### src/rtl/spiSeqPkg.sv
`timescale 1ns/1ps
package spiSeqPkg;
  localparam logic [7:0] OP_WREN  = 8'h06;
  localparam logic [7:0] OP_WRITE = 8'h02;
  localparam logic [7:0] OP_READ  = 8'h03;
  localparam logic [7:0] OP_RDSR  = 8'h05;
  localparam int         BUSY_BIT = 0;

  typedef struct packed {
    logic       startByte;
    logic       csDrop;
    logic       csRaise;
    logic [7:0] txByte;
  } dpCtrl_t;

  typedef enum logic [3:0] {
    S_IDLE, S_WREN, S_WHDR, S_WDATA, S_POLL, S_RHDR, S_RDATA, S_RHOLD, S_GAP
  } seqState_t;
endpackage

### src/rtl/spiByteShifter.sv
`timescale 1ns/1ps
module spiByteShifter
  import spiSeqPkg::*;
#(
  parameter int CLK_DIV = 2
) (
  input  logic       clk,
  input  logic       rstN,
  input  dpCtrl_t    ctrl,
  input  logic       miso,
  output logic       csN,
  output logic       sck,
  output logic       mosi,
  output logic       byteDone,
  output logic [7:0] rxByte
);
  localparam int DIV_W = (CLK_DIV > 1) ? $clog2(CLK_DIV) : 1;

  logic [7:0]       shReg;
  logic [2:0]       bitCnt;
  logic [DIV_W-1:0] divCnt;
  logic             busy;

  assign mosi = shReg[7];

  always_ff @(posedge clk or negedge rstN) begin
    if (!rstN) begin
      csN      <= 1'b1;
      sck      <= 1'b0;
      shReg    <= '0;
      bitCnt   <= '0;
      divCnt   <= '0;
      busy     <= 1'b0;
      byteDone <= 1'b0;
      rxByte   <= '0;
    end else begin
      byteDone <= 1'b0;
      if (ctrl.csDrop)  csN <= 1'b0;
      if (ctrl.csRaise) csN <= 1'b1;
      if (ctrl.startByte) begin
        shReg  <= ctrl.txByte;
        busy   <= 1'b1;
        bitCnt <= '0;
        divCnt <= '0;
      end else if (busy) begin
        if (divCnt == DIV_W'(CLK_DIV - 1)) begin
          divCnt <= '0;
          if (!sck) begin
            sck    <= 1'b1;
            rxByte <= {rxByte[6:0], miso};
          end else begin
            sck <= 1'b0;
            if (bitCnt == 3'd7) begin
              busy     <= 1'b0;
              byteDone <= 1'b1;
            end else begin
              shReg  <= {shReg[6:0], 1'b0};
              bitCnt <= bitCnt + 3'd1;
            end
          end
        end else begin
          divCnt <= divCnt + DIV_W'(1);
        end
      end
    end
  end
endmodule

### src/rtl/spiSeqCtrl.sv
`timescale 1ns/1ps
module spiSeqCtrl
  import spiSeqPkg::*;
#(
  parameter int PAGE_BYTES = 16,
  parameter int LEN_W      = 12,
  parameter int CS_GAP     = 4,
  parameter int POLL_LIMIT = 64
) (
  input  logic             clk,
  input  logic             rstN,
  input  logic             reqValid,
  output logic             reqReady,
  input  logic             reqWrite,
  input  logic [15:0]      reqAddr,
  input  logic [LEN_W-1:0] reqLen,
  input  logic [7:0]       wrData,
  input  logic             wrValid,
  output logic             wrReady,
  output logic [7:0]       rdData,
  output logic             rdValid,
  input  logic             rdReady,
  output logic             done,
  output logic             err,
  input  logic             byteDone,
  input  logic [7:0]       rxByte,
  output dpCtrl_t          dp
);
  localparam int OFS_W  = $clog2(PAGE_BYTES);
  localparam int GAP_W  = $clog2(CS_GAP + 1);
  localparam int POLL_W = $clog2(POLL_LIMIT + 1);

  seqState_t        state, retState;
  logic             inFlight;
  logic [1:0]       byteIdx;
  logic [15:0]      curAddr;
  logic [LEN_W-1:0] remain;
  logic [OFS_W:0]   segLeft, pageRoom, segLen;
  logic [GAP_W-1:0] gapCnt;
  logic [POLL_W-1:0] pollCnt;
  logic [7:0]       tx;
  logic             go, frameEnd;

  assign reqReady = (state == S_IDLE);
  assign pageRoom = (OFS_W+1)'(PAGE_BYTES) - {1'b0, curAddr[OFS_W-1:0]};
  assign segLen   = (remain < LEN_W'(pageRoom)) ? remain[OFS_W:0] : pageRoom;

  always_comb begin
    tx       = 8'h00;
    frameEnd = 1'b0;
    wrReady  = 1'b0;
    case (state)
      S_WREN:  begin tx = OP_WREN; frameEnd = byteDone; end
      S_WHDR:  tx = (byteIdx == 2'd0) ? OP_WRITE : (byteIdx == 2'd1) ? curAddr[15:8] : curAddr[7:0];
      S_RHDR:  tx = (byteIdx == 2'd0) ? OP_READ  : (byteIdx == 2'd1) ? curAddr[15:8] : curAddr[7:0];
      S_WDATA: begin
        tx       = wrData;
        wrReady  = !inFlight;
        frameEnd = byteDone && (segLeft == (OFS_W+1)'(1));
      end
      S_POLL:  begin
        tx       = (byteIdx == 2'd0) ? OP_RDSR : 8'h00;
        frameEnd = byteDone && (byteIdx == 2'd1);
      end
      S_RHOLD: frameEnd = rdReady && (remain == LEN_W'(1));
      default: ;
    endcase
    go = (state inside {S_WREN, S_WHDR, S_WDATA, S_POLL, S_RHDR, S_RDATA}) && !inFlight
         && (state != S_WDATA || wrValid);
    dp.startByte = go;
    dp.csDrop    = go;
    dp.csRaise   = frameEnd;
    dp.txByte    = tx;
  end

  always_ff @(posedge clk or negedge rstN) begin
    if (!rstN) begin
      state <= S_IDLE; retState <= S_IDLE; inFlight <= 1'b0; byteIdx <= '0;
      curAddr <= '0; remain <= '0; segLeft <= '0; gapCnt <= '0; pollCnt <= '0;
      rdData <= '0; rdValid <= 1'b0; done <= 1'b0; err <= 1'b0;
    end else begin
      done <= 1'b0;
      if (go)       inFlight <= 1'b1;
      if (byteDone) inFlight <= 1'b0;
      case (state)
        S_IDLE: if (reqValid) begin
          err     <= 1'b0;
          curAddr <= reqAddr;
          remain  <= reqLen;
          byteIdx <= '0;
          if (reqLen == '0) done <= 1'b1;
          else state <= reqWrite ? S_WREN : S_RHDR;
        end
        S_WREN: if (byteDone) begin
          gapCnt <= '0; retState <= S_WHDR; state <= S_GAP;
        end
        S_WHDR: if (byteDone) begin
          if (byteIdx == 2'd2) begin
            state <= S_WDATA; segLeft <= segLen; byteIdx <= '0;
          end else byteIdx <= byteIdx + 2'd1;
        end
        S_WDATA: if (byteDone) begin
          curAddr <= curAddr + 16'd1;
          remain  <= remain - LEN_W'(1);
          segLeft <= segLeft - (OFS_W+1)'(1);
          if (frameEnd) begin
            gapCnt <= '0; pollCnt <= '0; retState <= S_POLL; state <= S_GAP;
          end
        end
        S_POLL: if (byteDone) begin
          if (byteIdx == 2'd0) byteIdx <= 2'd1;
          else begin
            byteIdx <= '0; gapCnt <= '0; state <= S_GAP;
            if (!rxByte[BUSY_BIT]) begin
              if (remain == '0) begin done <= 1'b1; retState <= S_IDLE; end
              else retState <= S_WREN;
            end else if (pollCnt == POLL_W'(POLL_LIMIT - 1)) begin
              err <= 1'b1; retState <= S_IDLE;
            end else begin
              pollCnt <= pollCnt + POLL_W'(1); retState <= S_POLL;
            end
          end
        end
        S_RHDR: if (byteDone) begin
          if (byteIdx == 2'd2) begin state <= S_RDATA; byteIdx <= '0; end
          else byteIdx <= byteIdx + 2'd1;
        end
        S_RDATA: if (byteDone) begin
          rdData <= rxByte; rdValid <= 1'b1; state <= S_RHOLD;
        end
        S_RHOLD: if (rdReady) begin
          rdValid <= 1'b0;
          remain  <= remain - LEN_W'(1);
          if (frameEnd) begin
            done <= 1'b1; gapCnt <= '0; retState <= S_IDLE; state <= S_GAP;
          end else state <= S_RDATA;
        end
        S_GAP: if (gapCnt == GAP_W'(CS_GAP - 1)) state <= retState;
               else gapCnt <= gapCnt + GAP_W'(1);
        default: state <= S_IDLE;
      endcase
    end
  end
endmodule

### src/rtl/spiEepromSeq.sv
`timescale 1ns/1ps
module spiEepromSeq
  import spiSeqPkg::*;
#(
  parameter int CLK_DIV    = 2,
  parameter int CS_GAP     = 4,
  parameter int POLL_LIMIT = 64,
  parameter int LEN_W      = 12,
  parameter int PAGE_BYTES = 16
) (
  input  logic             clk,
  input  logic             rstN,
  input  logic             reqValid,
  output logic             reqReady,
  input  logic             reqWrite,
  input  logic [15:0]      reqAddr,
  input  logic [LEN_W-1:0] reqLen,
  input  logic [7:0]       wrData,
  input  logic             wrValid,
  output logic             wrReady,
  output logic [7:0]       rdData,
  output logic             rdValid,
  input  logic             rdReady,
  output logic             done,
  output logic             err,
  output logic             csN,
  output logic             sck,
  output logic             mosi,
  input  logic             miso
);
  dpCtrl_t    dpCtrl;
  logic       byteDone;
  logic [7:0] rxByte;

  spiSeqCtrl #(
    .PAGE_BYTES(PAGE_BYTES), .LEN_W(LEN_W), .CS_GAP(CS_GAP), .POLL_LIMIT(POLL_LIMIT)
  ) ctrl_i (
    .clk(clk), .rstN(rstN), .reqValid(reqValid), .reqReady(reqReady),
    .reqWrite(reqWrite), .reqAddr(reqAddr), .reqLen(reqLen),
    .wrData(wrData), .wrValid(wrValid), .wrReady(wrReady),
    .rdData(rdData), .rdValid(rdValid), .rdReady(rdReady),
    .done(done), .err(err), .byteDone(byteDone), .rxByte(rxByte), .dp(dpCtrl)
  );

  spiByteShifter #(.CLK_DIV(CLK_DIV)) shift_i (
    .clk(clk), .rstN(rstN), .ctrl(dpCtrl), .miso(miso),
    .csN(csN), .sck(sck), .mosi(mosi), .byteDone(byteDone), .rxByte(rxByte)
  );
endmodule

### config.mk
export PLATFORM = sky130hd
export DESIGN_NAME = spiEepromSeq
export DESIGN_NICKNAME = d
export VERILOG_FILES = /design/src/rtl/spiSeqPkg.sv /design/src/rtl/spiByteShifter.sv /design/src/rtl/spiSeqCtrl.sv /design/src/rtl/spiEepromSeq.sv
export SDC_FILE = /design/constraint.sdc
export NUM_CORES = 1
export LEC_CHECK = 0
export ABC_AREA = 0
export BUFFER_PORTS_ARGS = -buffer_cell sky130_fd_sc_hd__clkbuf_2
export CELL_PAD_IN_SITES_DETAIL_PLACEMENT = 1
export CELL_PAD_IN_SITES_GLOBAL_PLACEMENT = 2
export CORE_MARGIN = 2
export CORE_UTILIZATION = 30
export CTS_BUF_LIST = sky130_fd_sc_hd__clkbuf_4 sky130_fd_sc_hd__clkbuf_8 sky130_fd_sc_hd__clkbuf_16
export DETAILED_ROUTE_END_ITERATION = 12
export PLACE_DENSITY_LB_ADDON = 0.1
export SYNTH_ARGS = -nofsm -noshare
export SYNTH_HDL_FRONTEND = slang
export SYNTH_SLANG_ARGS = --single-unit
### constraint.sdc
create_clock -name clk -period 3 [get_ports clk]
set_input_delay 0.3 -clock clk [delete_from_list [all_inputs] [get_ports clk]]
set_output_delay 0.3 -clock clk [all_outputs]
set_load 0.02 [all_outputs]
* After elaboration in Yosys (flattened, before gate mapping) *
Index checks and enable logic that the tools add are counted.
Widths: inputs -> output; s select.

operators by class
  add/subtract/negate cells = 9
  magnitude comparators = 1
  equality and inequality tests = 37
  muxes and demuxes = 114
  bitwise operators = 2
  reduce and logical (&&, ||, !) cells = 41

operators with widths
  cell                   count
  $mux 4                 23
  $mux 8                 8
  $mux 3                 15
  $mux 7                 6
  $pmux 8 s5             1
  $mux 1                 36
  $mux 12                3
  $pmux 12 s3            1
  $pmux 4 s9             1
  $mux 16                2
  $pmux 16 s2            1
  $logic_not 12->1       2
  $ne 2x1->1 const B     11
  $mux 5                 4
  $ne 2x2->1 const B     10
  $reduce_and 4->1       5
  $reduce_bool 2->1      10
  $add 16x1->16 const B  1
  $eq 4x3->1 const B     4
  $pmux 4 s4             1
  $pmux 3 s5             1
  $pmux 7 s2             1
  $reduce_and 14->1      1
  $reduce_and 7->1       2
  40 further kinds       54

storage, ports and cells
  bits in registers = 89
  input port bits = 43
  output and inout bits = 16

* Logic depth before layout (Yosys ltp) *
  depth after elaboration = 6
  depth in mapped cells = 9
  mapped depth without buffers = 9

* By module *
From an unflattened synthesis, not the netlist that was laid out.

second synthesis, totals
  cells, all modules = 590
  area, all modules = 5,363.9 sq um

by module, submodules not included
  module          instances  cells an instance  area each (sq um)
  spiSeqCtrl      1          510                4,347.9
  spiByteShifter  1          80                 1,016.0

* Least setup slack after synthesis *
Ideal clock, no wire load.

  kind = reg-to-reg
  start point = register ctrl_i.curAddr[0]
  end point = register ctrl_i.segLeft[2]
  arrival = 2.503 ns
  required time = 2.923 ns
  slack = 0.420 ns
  stages on the path, launching flop included = 10
  buffers on the path = 0
  period minus slack after synthesis = 2.580 ns
  path through = dfrtp_1 -> inv_1 -> ha_1 -> or3b_2 -> ha_1 -> nor4_1 -> nand3_1 -> a21oi_1 -> mux2_2 -> a21oi_1

between the ends
  word-level cells in the longest chain between the ends = 6

ends and longest elaborated chain
  what                      line               RTL
  start: declaration        spiSeqCtrl.sv:36   logic [15:0] curAddr;
  start signal: assignment  spiSeqCtrl.sv:88   curAddr <= reqAddr;
  start signal: assignment  spiSeqCtrl.sv:103  curAddr <= curAddr + 16'd1;
  $sub 5x4->5 *             spiSeqCtrl.sv:45   assign pageRoom = (OFS_W+1)'(PAGE_BYTES) - {1'b0, curAddr[OFS_W-1:0]};
  $lt 12x5->1               spiSeqCtrl.sv:46   assign segLen = (remain < LEN_W'(pageRoom)) ? remain[OFS_W:0] : pageRoom;
  $mux 5 *                  spiSeqCtrl.sv:46
  $mux 5 *                  spiSeqCtrl.sv:98   if (byteIdx == 2'd2) begin
  $mux 5 *                  spiSeqCtrl.sv:97   S_WHDR: if (byteDone) begin
  $pmux 5 s2 *              spiSeqCtrl.sv:85   case (state)
  end signal: assignment    spiSeqCtrl.sv:105  segLeft <= segLeft - (OFS_W+1)'(1);
  end: declaration          spiSeqCtrl.sv:38   logic [OFS_W:0] segLeft, pageRoom, segLen;

Mark *: on every way between the ends. The rest lies on a longest branch, timed or not. The select of a mux whose other input is x is not followed.
A chain may end at the register's enable or synchronous reset.

* Worst setup path in the final report *
  start point = register ctrl_i.curAddr[0]
  end point = register ctrl_i.segLeft[4]

Same word-level chain as after synthesis.

==> results by group <==
GRT
  • Initial antenna violation count: 0
  • Met2 Use GR: between 20 and 30%
  • GRT Total Usage: 18.3%
  • Largest net degree at the start of global routing: 50
  • Vias in the first global route: 5001
  • First-pass GRT wire length: around 27000 um
  • Grt ovf: 0
  • Grt met3 use: 2.98%
  • GR Layer Usage met1: 25.4%
  • GRT busiest layer: met2

Synthesis
  • Top FF cell, synth: dfrtp_1
  • Mapped cell area: 0.00536 mm^2
  • Synthesis-stage register bit count: 88
  • Syn nets: 643
  • Syn Area/Cell: around 9.2 um^2
  • Post-synth EDFFs: 0
  • Post-Synthesis Cells: a little under 600
  • Synth cell types: 83
  • Asr flop ratio synth: 100%
  • Synth Warn #: 0
  • Post-synthesis sequential area ratio: about 41%

Route
  • Via density: 5.45
  • Post-DRT Antenna Nets: 0
  • Initial DRC Count: 254
  • DRC errors left: 0
  • Via count: 4746
  • Routed WL per cell: 19.0 um
  • First-pass DRT Iterations: 4
  • Routed WL: approximately 17000 um

Die
  • Initial Util: a little under a third
  • Core Box Area: 0.0174 mm^2
  • I/O pin cnt: 59
  • Row cnt: 48
  • Die Wd: 138 um
  • Die area: 0.0190 mm^2
  • Die Y: ~140 um

Cells and area
  • Net count reported at finish: 700
  • Fill cells: 2072
  • Layout cells sized above 1: between 20 and 25%
  • Finished Layout Cells: 871
  • # diodes: 0
  • Commonest non-fill, non-tap cell in the layout: dfrtp_1
  • Most frequent cells in the layout: 87 x dfrtp_1, 57 x clkbuf_2, 54 x a21oi_1, 54 x o21ai_0
  • Area delta synth->final: 16.4%

Clock tree
  • TritonCTS clock tree: yes
  • Inserted Clock Buffers: 9
  • Clk pin slew, worst setup/hold paths: 0.08 ns
  • Cts repair resizes: 0
  • Htree depth: 3
  • CTS root buf: clkbuf_16
  • CTS Hold Buffers Added: 0
  • Clock Tree Buf Depth: 2
  • Setup Buffers After CTS: 0
  • Worst-skew pair later-pin latency: 0.35 ns
  • # clock sinks: 88

Timing
  • Final period utilization: 88.3%
  • Fin. max-slew vios: 0
  • Setup TNS: 0 ns
  • RSZ-0062 raised after global routing: no
  • Fin. Hold Viols: 13
  • Minimum clock period after layout: 2.65 ns
  • Fmax: 377 MHz
  • Hold WS: -0.0261 ns
  • Final setup viols: 0
  • Rel. slew slack: about two fifths
  • Worst-Margin Slew: 0.884 ns
  • Clk_skew: roughly 0.011 ns

Flow run
  • Max-cap violation count: 0

Pwr
  • Sw Share: 44.1%
  • Power consumption: 6.40 mW
  • Combinational power share: 46.4%
  • Clock power share: approximately a fifth
  • P_leak: 2.69 nW
  • Sw power: 2.83 mW
  • Cell Pwr Density: 1030 mW/mm^2
  • P_int: 3.58 mW
  • Max VDD drop: 341 uV
  • Register share of total power: 35.0%

Run status
  • Status: finished, violations left
  • Failing checks: negative hold slack

Place
  • Gpl congestion: 0.758
  • Inst Count DP: approximately 860
  • Hpwl dp: 12100 um
  • # port buffers: 58

Critical path
  • CP Class: register to register
  • Critical path endpoint category: register
  • Data required, critical path: 3.28 ns
  • Crit-path max FO: 7
  • Arr. time, crit path: 2.93 ns
  • Startpoint Class: register

Hold path
  • Worst hold path class: primary input to asynchronous set/reset pin
-- metrics by stage --
stage          worst slack, ns  hold slack (ns)  cell area, um^2  util [%]
2_1_floorplan            0.420          0.00441             5360         -
3_3_place_gp             0.424            0.393             5940      34.1
3_5_place_dp             0.373            0.398             5940      34.1
4_1_cts                  0.334          0.00868             6240      35.8
5_1_grt                  0.110           0.0246             6240      35.8
6_report                 0.350          -0.0261             6240      35.8
-- layout make-up --
type,count,area [um^2],share of cell area (%)
Multi-Input combinational cell,449,2940,47.2
Sequential cell,88,2200,35.3
Timing Repair Buffer,78,455,7.29
Tap cell,225,282,4.51
Clock buffer,9,225,3.61
Clock inverter,7,77.6,1.24
Inverter,15,56.3,0.902
-- cells by family after synthesis --
family / after synthesis / synth area share [%]
and+or+nand+nor: 204 / 20.3
xor gates and xnor gates: 6 / 0.980
muxes: 29 / 6.18
DFF: 88 / 41.1
adders and majority gates: 16 / 3.73
AOI/OAI and AO/OA: 194 / 23.7
buffers and inverters: 47 / 4.01
-- cells in the mapped netlist, types with 3 or more instances --
cell type  number  area (um^2)
xnor2_1         3         26.3
dfrtp_1        87         2180
o22ai_1        10         62.6
a21oi_1        54          270
nand2b_1        5         31.3
a22oi_1         4         30.0
buf_4           3         22.5
a2bb2oi_1       4         35.0
clkbuf_1       10         37.5
o31ai_1         3         22.5
o2bb2ai_1       3         26.3
a31oi_1         5         31.3
nor3_1          6         30.0
nor2b_1        13         81.3
mux2_4          3         45.0
nor4_1          7         43.8
mux2i_1         5         50.1
o21a_1          9         67.6
nand2_1        52          195
a211oi_1        4         30.0
mux2_2         21          236
buf_2          15         75.1
a32oi_1         6         52.6
nor2_1         52          195
nand4_1         6         37.5
ha_1           16          200
o21ai_0        54          270
nand3_1        19         95.1
o22a_1          3         26.3
or3_1           6         37.5
and2_1          4         25.0
and3_1          6         37.5
a222oi_1        5         50.1
inv_1          15         56.3
xor2_1          3         26.3
-- power groups by stage --
stage | clock network [mW] | logic (mW) | registers (mW)
finish | 1.19 | 2.97 | 2.24
global placement | 0 | 2.89 | 2.25
CTS | 1.24 | 3.00 | 2.25
global route | 1.28 | 3.32 | 2.32
detailed placement | 0 | 2.97 | 2.27
floorplan | 0 | 2.30 | 2.00
-- routing by layer --
| layer | wire, um | vias to the layer above | part of all wire [%] |
|---|---|---|---|
| li1 | - | 2286 | - |
| met4 | 171 | 0 | 1.0 |
| met3 | 410 | 10 | 2.5 |
| met1 | 8190 | 2387 | 50 |
| met2 | 7760 | 63 | 47 |
| met5 | 0 | - | 0 |
-- state kept, by name, summed over array words and instances, names as in the netlist --
signal,flops
ctrl_i.byteIdx,2
ctrl_i.curAddr,16
ctrl_i.done,1
ctrl_i.err,1
ctrl_i.gapCnt,3
ctrl_i.inFlight,1
ctrl_i.pollCnt,7
ctrl_i.rdData,8
ctrl_i.rdValid,1
ctrl_i.remain,12
ctrl_i.retState,3
ctrl_i.segLeft,5
ctrl_i.state,4
shift_i.bitCnt,3
shift_i.busy,1
shift_i.byteDone,1
shift_i.csN,1
shift_i.divCnt,1
shift_i.rxByte,8
shift_i.sck,1
shift_i.shReg,8
-- worst max-delay path, stage by stage, from the launching register on --
cell     delay [ns]
dfrtp_1        0.45
inv_1          0.12
ha_1           0.18
or3b_2         0.48
ha_1           0.20
nor4_1         0.27
nand3_1        0.11
a21oi_1        0.13
buf_4          0.16
mux2_2         0.34
a21oi_1        0.14
-- final timing paths --
kind | startpoint | end | slack [ns] | cells past startpoint
max | ctrl_i.curAddr[0] | ctrl_i.segLeft[4] | 0.35 | 10
min | rstN | ctrl_i.remain[9] | -0.03 | 1
max reg2reg | ctrl_i.curAddr[0] | ctrl_i.segLeft[4] | 0.35 | 10
min reg2reg | ctrl_i.rdValid | ctrl_i.rdValid | 0.48 | 2
max in group asynchronous | rstN | shift_i.rxByte[2] | 2.35 | 2
min in group clk | miso | shift_i.rxByte[0] | 0.19 | 2
(Power assumes the default switching activity.)
